## config.mk

```make
export PLATFORM = sky130hd
export DESIGN_NAME = sdram_cke_tracker
export DESIGN_NICKNAME = d
export VERILOG_FILES = /design/src/rtl/sdram_cke_tracker.sv
export SDC_FILE = /design/constraint.sdc
export NUM_CORES = 1
export LEC_CHECK = 0
export CORE_MARGIN = 5
export CORE_UTILIZATION = 55
export CTS_CLUSTER_DIAMETER = 80
export CTS_CLUSTER_SIZE = 24
export DETAILED_ROUTE_END_ITERATION = 10
export MAX_ROUTING_LAYER = met4
export PLACE_DENSITY = 0.82
export SKIP_CTS_REPAIR_TIMING = 1
export SLEW_MARGIN = 10
export SYNTH_ARGS = -nofsm -noshare
export SYNTH_HDL_FRONTEND = slang
export SYNTH_SLANG_ARGS = --single-unit
export TNS_END_PERCENT = 20
```

## constraint.sdc

```tcl
create_clock -name clk -period 3.8 [get_ports clk]
set_clock_uncertainty 0.05 [all_clocks]
set_input_delay 0.38 -clock clk [delete_from_list [all_inputs] [get_ports clk]]
set_output_delay 0.38 -clock clk [all_outputs]
set_load 0.03 [all_outputs]
```

## src/rtl/sdram_cke_tracker.sv

```systemverilog
module sdram_cke_tracker #(
  parameter int TXSR     = 10,
  parameter int MIN_NOPS = 2
) (
  input  logic       clk,
  input  logic       rst,
  input  logic       cke,
  input  logic       cs_n,
  input  logic       ras_n,
  input  logic       cas_n,
  input  logic       we_n,
  input  logic       banks_idle,
  input  logic       burst_active,
  output logic [2:0] pwr_state,
  output logic       cmd_accept,
  output logic       illegal
);
  localparam int CW = $clog2(TXSR + 1);
  localparam int NW = $clog2(MIN_NOPS + 1);

  typedef enum logic [2:0] {
    S_NORM = 3'd0, S_PDN = 3'd1, S_SREF = 3'd2, S_SUSP = 3'd3, S_RECOV = 3'd4
  } pstate_t;

  pstate_t        st_q, st_d;
  logic           cke_q;
  logic [CW-1:0]  win_q, win_d;
  logic [NW-1:0]  nop_q, nop_d, nop_inc;
  logic           acc_d, ill_d;

  wire is_inh  = cs_n;
  wire is_nop  = !cs_n && ras_n && cas_n && we_n;
  wire is_aref = !cs_n && !ras_n && !cas_n && we_n;
  wire quiet   = is_inh || is_nop;
  wire low_pwr = (st_q == S_PDN) || (st_q == S_SREF) || (st_q == S_SUSP);

  assign nop_inc = (is_nop && (nop_q < NW'(MIN_NOPS))) ? nop_q + NW'(1) : nop_q;

  always_comb begin
    st_d  = st_q;
    win_d = win_q;
    nop_d = nop_q;
    acc_d = 1'b0;
    ill_d = 1'b0;
    case ({cke_q, cke})
      2'b00: ill_d = !low_pwr;
      2'b01: begin
        case (st_q)
          S_PDN:  if (quiet) st_d = S_NORM; else ill_d = 1'b1;
          S_SREF: if (quiet) begin
                    st_d  = S_RECOV;
                    win_d = CW'(TXSR);
                    nop_d = '0;
                  end else ill_d = 1'b1;
          S_SUSP: st_d = S_NORM;
          default: ill_d = 1'b1;
        endcase
      end
      2'b10: begin
        if (st_q == S_NORM && burst_active && !cs_n)      st_d = S_SUSP;
        else if (st_q == S_NORM && banks_idle && quiet)   st_d = S_PDN;
        else if (st_q == S_NORM && banks_idle && is_aref) st_d = S_SREF;
        else                                              ill_d = 1'b1;
      end
      default: begin
        case (st_q)
          S_NORM:  acc_d = !cs_n && !is_nop;
          S_RECOV: if (quiet) begin
                     win_d = win_q - CW'(1);
                     nop_d = nop_inc;
                     if (win_q == CW'(1)) begin
                       st_d  = S_NORM;
                       ill_d = nop_inc < NW'(MIN_NOPS);
                     end
                   end else ill_d = 1'b1;
          default: ill_d = 1'b1;
        endcase
      end
    endcase
  end

  always_ff @(posedge clk) begin
    if (rst) begin
      st_q       <= S_NORM;
      cke_q      <= 1'b1;
      win_q      <= '0;
      nop_q      <= '0;
      cmd_accept <= 1'b0;
      illegal    <= 1'b0;
    end else begin
      st_q       <= st_d;
      cke_q      <= cke;
      win_q      <= win_d;
      nop_q      <= nop_d;
      cmd_accept <= acc_d;
      illegal    <= ill_d;
    end
  end

  assign pwr_state = st_q;

  logic past_ok;
  always_ff @(posedge clk) past_ok <= !rst;

  AST_LOW_HOLD: assert property (@(posedge clk) disable iff (rst)
    (past_ok && !cke_q && !cke && low_pwr) |=> ($stable(pwr_state) && !illegal));
  AST_ILLEGAL_KEEPS: assert property (@(posedge clk) disable iff (rst)
    (past_ok && illegal) |-> ($stable(pwr_state) ||
      ($past(pwr_state) == 3'd4 && pwr_state == 3'd0)));
  AST_NO_BOTH: assert property (@(posedge clk) disable iff (rst)
    !(illegal && cmd_accept));
  AST_ACCEPT_NORMAL: assert property (@(posedge clk) disable iff (rst)
    (past_ok && cmd_accept) |-> (pwr_state == 3'd0 && $past(pwr_state) == 3'd0));
  AST_RECOV_FROM_SREF: assert property (@(posedge clk) disable iff (rst)
    (past_ok && pwr_state == 3'd4 && $past(pwr_state) != 3'd4) |-> $past(pwr_state) == 3'd2);
  AST_SUSP_NEEDS_BURST: assert property (@(posedge clk) disable iff (rst)
    (past_ok && pwr_state == 3'd3 && $past(pwr_state) != 3'd3) |-> $past(burst_active));
endmodule

```

==> results of run 1 <==
==> final timing paths <==
path / cells after the start / end / slack [ps] / startpoint
hold reg to reg: 1 / win_q[3]$_SDFFE_PP0P_ / 450 / win_q[3]$_SDFFE_PP0P_
hold / removal: 1 / win_q[3]$_SDFFE_PP0P_ / 450 / win_q[3]$_SDFFE_PP0P_
setup / recovery: 7 / pwr_state[2]$_SDFFE_PP0P_ / 1200 / cke
setup reg to reg: 7 / pwr_state[2]$_SDFFE_PP0P_ / 1390 / cke_q$_SDFF_PP1_
==> registers in the layout, summed over array words and instances, names as in the netlist <==
| name | flops |
|---|---|
| win_q | 4 |
| pwr_state | 3 |
| cke_q | 1 |
| nop_q | 2 |
| cmd_accept | 1 |
| illegal | 1 |
==> power breakdown <==
part / switching (uW) / internal, uW
logic: 27.4 / 25.4
registers: 2.05 / 128
clock network: 45.8 / 36.8
total: 75.3 / 190
==> metal layers <==
metal / wire length, microns / up-vias / GRT usage / part of all wire
met2: 986 / 23 / 0.283 / 0.50
met3: 77 / 8 / 0.0399 / 0.039
met5: 0 / - / - / 0
met1: 831 / 366 / 0.210 / 0.42
li1: - / 389 / - / -
met4: 68 / 0 / 0.108 / 0.035
==> placed cells by master (no fill, tap or decap), types with 2 or more instances in the layout <==
master	synthesis	layout
o311ai_1	2	2
dfxtp_1	12	12
nand2b_1	2	2
ha_1	6	6
inv_1	7	7
nor2_1	12	12
mux2i_1	2	2
a21oi_1	6	6
nor3_1	5	5
mux2_1	2	2
clkdlybuf4s50_1	0	13
clkbuf_4	0	3
a311oi_1	3	3
a31oi_1	2	2
nand2_1	6	6
o21ai_0	5	5
nor2b_1	2	2
or2_2	2	2
a21o_1	2	2
nand3b_1	2	2
nand3_1	2	2
==> final cells by class <==
type / count / area, sq um / share of cell area
Timing Repair Buffer: 13 / 130 / 0.132
Inverter: 7 / 26.3 / 0.0268
Clock buffer: 3 / 22.5 / 0.0229
Sequential cell: 12 / 240 / 0.245
Multi-Input combinational cell: 77 / 543 / 0.553
Tap cell: 16 / 20.0 / 0.0204
==> through the flow <==
stage / cells / power [uW] / hold WS (ps) / utilization / cell area, sq um
final: 128 / 265 / 450 / 0.676 / 982
after global routing: 128 / 274 / 491 / 0.676 / 982
after CTS: 128 / 263 / 448 / 0.676 / 982
after detailed placement: 125 / 185 / 434 / 0.660 / 960
after global placement: 125 / 184 / 421 / 0.660 / 960
after floorplan: 99 / 165 / 400 / - / 822
==> cell families after synthesis <==
kind of cell	share of synthesized area
simple gates	0.268
fa+ha+maj	0.0913
xor+xnor	0.0107
mux	0.0517
compound gates	0.239
buf+inv	0.0472
flops	0.292
==> flow_summary.ini, run 1 <==
[yosys]
synth.cell_area_sq_um = 822
synth_cell_types = 35
synth-edff-count = 0
synthFlopType = dfxtp_1
yosysSeqAreaShare = 0.292
synth_area_leader_cell = dfxtp_1
synthTopCellsByArea = dfxtp_1, ha_1, nor2_1, a21oi_1, a2111oi_4
synth_fp_nets = 114
syn_inst = 99
synth_top_area_frac = 0.292
synth_warnings = 0
synth_seq_cells = 12
async_flop_share = 0
yosys-top-cells-count = dfxtp_1, nor2_1, inv_1
avgSynthCellArea_sq_um = 8.30

[sta]
worst_slew_pin_slew_ps = 498
post-route-period-util = 0.685
min_period_ps = 2600
finalSetupTns_ps = 0
drv_slew = 0
setup_viol = 0
slew_headroom = 0.666
rsz0062_at_grt = no
fmax_mhz = 384
fin_ws_ps = 1200
report.final.hold_viol_count = 0

[floorplanning]
core_region_area_sq_mm = 0.00145
die_x_microns = 48.7
floorplan.die_area_sq_mm = 0.00237
fp-row-count = 14
ios = 14
initial_utilization = 0.565
fp.dieH_microns = 48.7

[worst_setup_path]
crit_family = compound AO/OA/AOI/OAI gates
crit_path_start_kind = input port
critPathArrivalTime_ps = 2720
worstPathMaxFanout = 12
max_stage_delay_ps = 540
slowest_stage = clkdlybuf4s50_1
crit_top_cell = o311ai_1
crit_type = in2reg
crit_path_end_kind = flop
worst-path-buf-inv = 2
crit_required_ps = 3910
path_cells = clkdlybuf4s50_1 -> ha_1 -> inv_1 -> o311ai_1 -> o311ai_1 -> a2111oi_4 -> mux2_1

[clock_tree]
clock_path_buffers = 2
clock-sinks = 12
path_clk_slew_ps = 80
cts_tree = built
clk_latency_ps = 280
h-tree-depth = 1
cts_root_buf = clkbuf_4
numCtsBuffers = 3

[cells_and_area]
area_delta_synth_final_pct = 19.5
fin_nets = 129
drive_above_1_share = 0.0982
antenna_cells = 0
n_fill_cell = 130

[detailed_routing]
drt_first_pass_iters = 5
antenna_left = 0
first_iter_violations = 15
drc_errors = 0
routedWlPerCell_microns = 15.3
routed-via-count = 786
drt_wl_total_microns = 1960
vias_per_cell = 6.14

[placed_design]
io_buffers = 13
dp_hpwl_microns = 1500
pre_cts_ws_ps = 906
gp_congestion = 0.889

[pwr]
power_density_mw_per_mm2 = 270
p_leak_uw = 0.000374
peakVddDrop_uv = 183

[global_routing]
overflow = 0
grt_max_degree = 14
grt_pass1_vias = 741
antenna_found_initial = 0
grt_pass1_wl_microns = 3260
grt_usage = 0.181

[job]
drv_cap = 0

[worst_hold_path]
hp-class = reg2reg

[outcome]
outcome = finished clean
No activity file was read; power rests on OpenSTA's default activity.
==> run 2: changes to the inputs <==
Settings changed: CORE_UTILIZATION 55 to 51, PLACE_DENSITY 0.82 to 0.77.
Clock period 3.8 ns to 2.5 ns, I/O delays scaled along.
==> run 2 against run 1 <==
Net effect: combinational power rose by 62%; highest routed layer unchanged; sequential power rose by 52%; critical path depth rose by 1; largest power group unchanged; setup slack got worse by 900 ps; worst hold slack got worse by 14 ps; die area rose by 6.2%; critical endpoint is now pwr_state[0]$_SDFFE_PP0P_; register-to-register slack got worse by 1100 ps; utilization fell by 0.23 points; non-clock buffer count rose by 4.
==> flow_summary.ini, run 2 (synthesis results as in run 1) <==
[floorplanning]
fp.dieH_microns = 50.1
initial_utilization = 0.539
die_x_microns = 50.1
ios = 14
floorplan.die_area_sq_mm = 0.00251
core_region_area_sq_mm = 0.00152
fp-row-count = 14

[worst_setup_path]
crit_path_start_kind = input port
crit_path_end_kind = flop
worstPathMaxFanout = 5
reg2reg_slack_ps = 320
crit_start = cke
timing.rr.end = pwr_state[0]$_SDFFE_PP0P_
r2r_start = cke_q$_SDFF_PP1_
crit_type = in2reg
reg2reg_depth = 7
crit_required_ps = 2620
critPathArrivalTime_ps = 2320

[cells_and_area]
layout_commonest_cell = clkdlybuf4s50_1
area_delta_synth_final_pct = 24.8
drive_above_1_share = 0.137
fin_nets = 133
final_area_sq_mm = 0.00103
n_fill_cell = 137
antenna_cells = 0
final_core_util = 0.673
largest_reg_flops = 4
final_cell_mix = clkdlybuf4s50_1, nor2_1, dfxtp_1, inv_1
top_register = win_q

[detailed_routing]
top_layer_used = met4
antenna_left = 0
wl_met1_microns = 858
drt_first_pass_iters = 4
wl_met3_microns = 112
drc_errors = 0
wl_met2_microns = 1010
routedWlPerCell_microns = 15.4
drt_wl_total_microns = 2050
routed-via-count = 825
vias_per_cell = 6.20
first_iter_violations = 26

[clock_tree]
clock-sinks = 12
cts_root_buf = clkbuf_4
cts_tree = built
path_clk_slew_ps = 80
clk_latency_ps = 280
numCtsBuffers = 3
h-tree-depth = 1
clock_path_buffers = 2

[sta]
worst_slew_pin_slew_ps = 485
rsz0062_at_grt = no
min_period_ps = 2200
post-route-period-util = 0.880
setup_viol = 0
finalSetupTns_ps = 0
fmax_mhz = 455
report.final.hold_viol_count = 0
drv_slew = 0
slew_headroom = 0.676

[placed_design]
dp_hpwl_microns = 1580
gp_congestion = 0.950
io_buffers = 13
placed_cell_area_sq_um = 990

[worst_hold_path]
holdCritStartpoint = win_q[3]$_SDFFE_PP0P_
hp-class = reg2reg
min_to = win_q[3]$_SDFFE_PP0P_
whs_path_depth = 1

[pwr]
power_density_mw_per_mm2 = 434
p_leak_uw = 0.000401
peakVddDrop_uv = 328

[global_routing]
grt_usage = 0.181
antenna_found_initial = 0
grt_pass1_wl_microns = 3440
grt_max_degree = 14
grt_pass1_vias = 758
overflow = 0

[outcome]
outcome = finished clean

[job]
drv_cap = 0
## run 2: how the worst max path moves through the flow
stage          depth (start not counted)  slack, ps                         to
6_report                               8        300  pwr_state[0]$_SDFFE_PP0P_
5_1_grt                                7        180  pwr_state[0]$_SDFFE_PP0P_
4_1_cts                                7        290  pwr_state[0]$_SDFFE_PP0P_
3_5_place_dp                           7         10  pwr_state[0]$_SDFFE_PP0P_
3_3_place_gp                           8        100  pwr_state[0]$_SDFFE_PP0P_
2_1_floorplan                          6        470  pwr_state[0]$_SDFFE_PP0P_
## run 2: area by class of cell
type | instances | area [sq um] | share of cell area
clock buffer | 4 | 36.3 | 0.0354
multi-input combinational | 77 | 543 | 0.529
timing repair buffer | 17 | 160 | 0.156
tap | 16 | 20.0 | 0.0195
inverter | 7 | 26.3 | 0.0256
sequential | 12 | 240 | 0.234
## run 2: critical path: stages
cell             delay (ps)
clkdlybuf4s50_1         490
inv_1                   120
ha_1                    220
or2b_1                  250
o311ai_1                 90
o311ai_1                190
a2111oi_4               370
mux2_1                  350
## run 2: through the flow
step / cells / hold slack, ps / total power, uW / setup WS [ps]
after detailed placement: 129 / 432 / 287 / 13.0
final: 133 / 436 / 445 / 300
after global placement: 129 / 423 / 285 / 102
after global routing: 133 / 483 / 468 / 176
after floorplan: 99 / 307 / 251 / 467
after CTS: 133 / 444 / 449 / 294
## run 2: metal layers
| metal | GRT usage | vias up |
|---|---|---|
| met5 | - | - |
| met4 | 0.0742 | 0 |
| met3 | 0.0651 | 10 |
| met2 | 0.276 | 26 |
| met1 | 0.214 | 395 |
| li1 | - | 394 |
## run 2: report_power, final
part	total [uW]	leakage (uW)	internal, uW	switching, uW
sequential	198	0.0000973	194	3.25
combinational	85.6	0.000283	42.8	42.9
clock	162	0.0000210	88.7	72.9
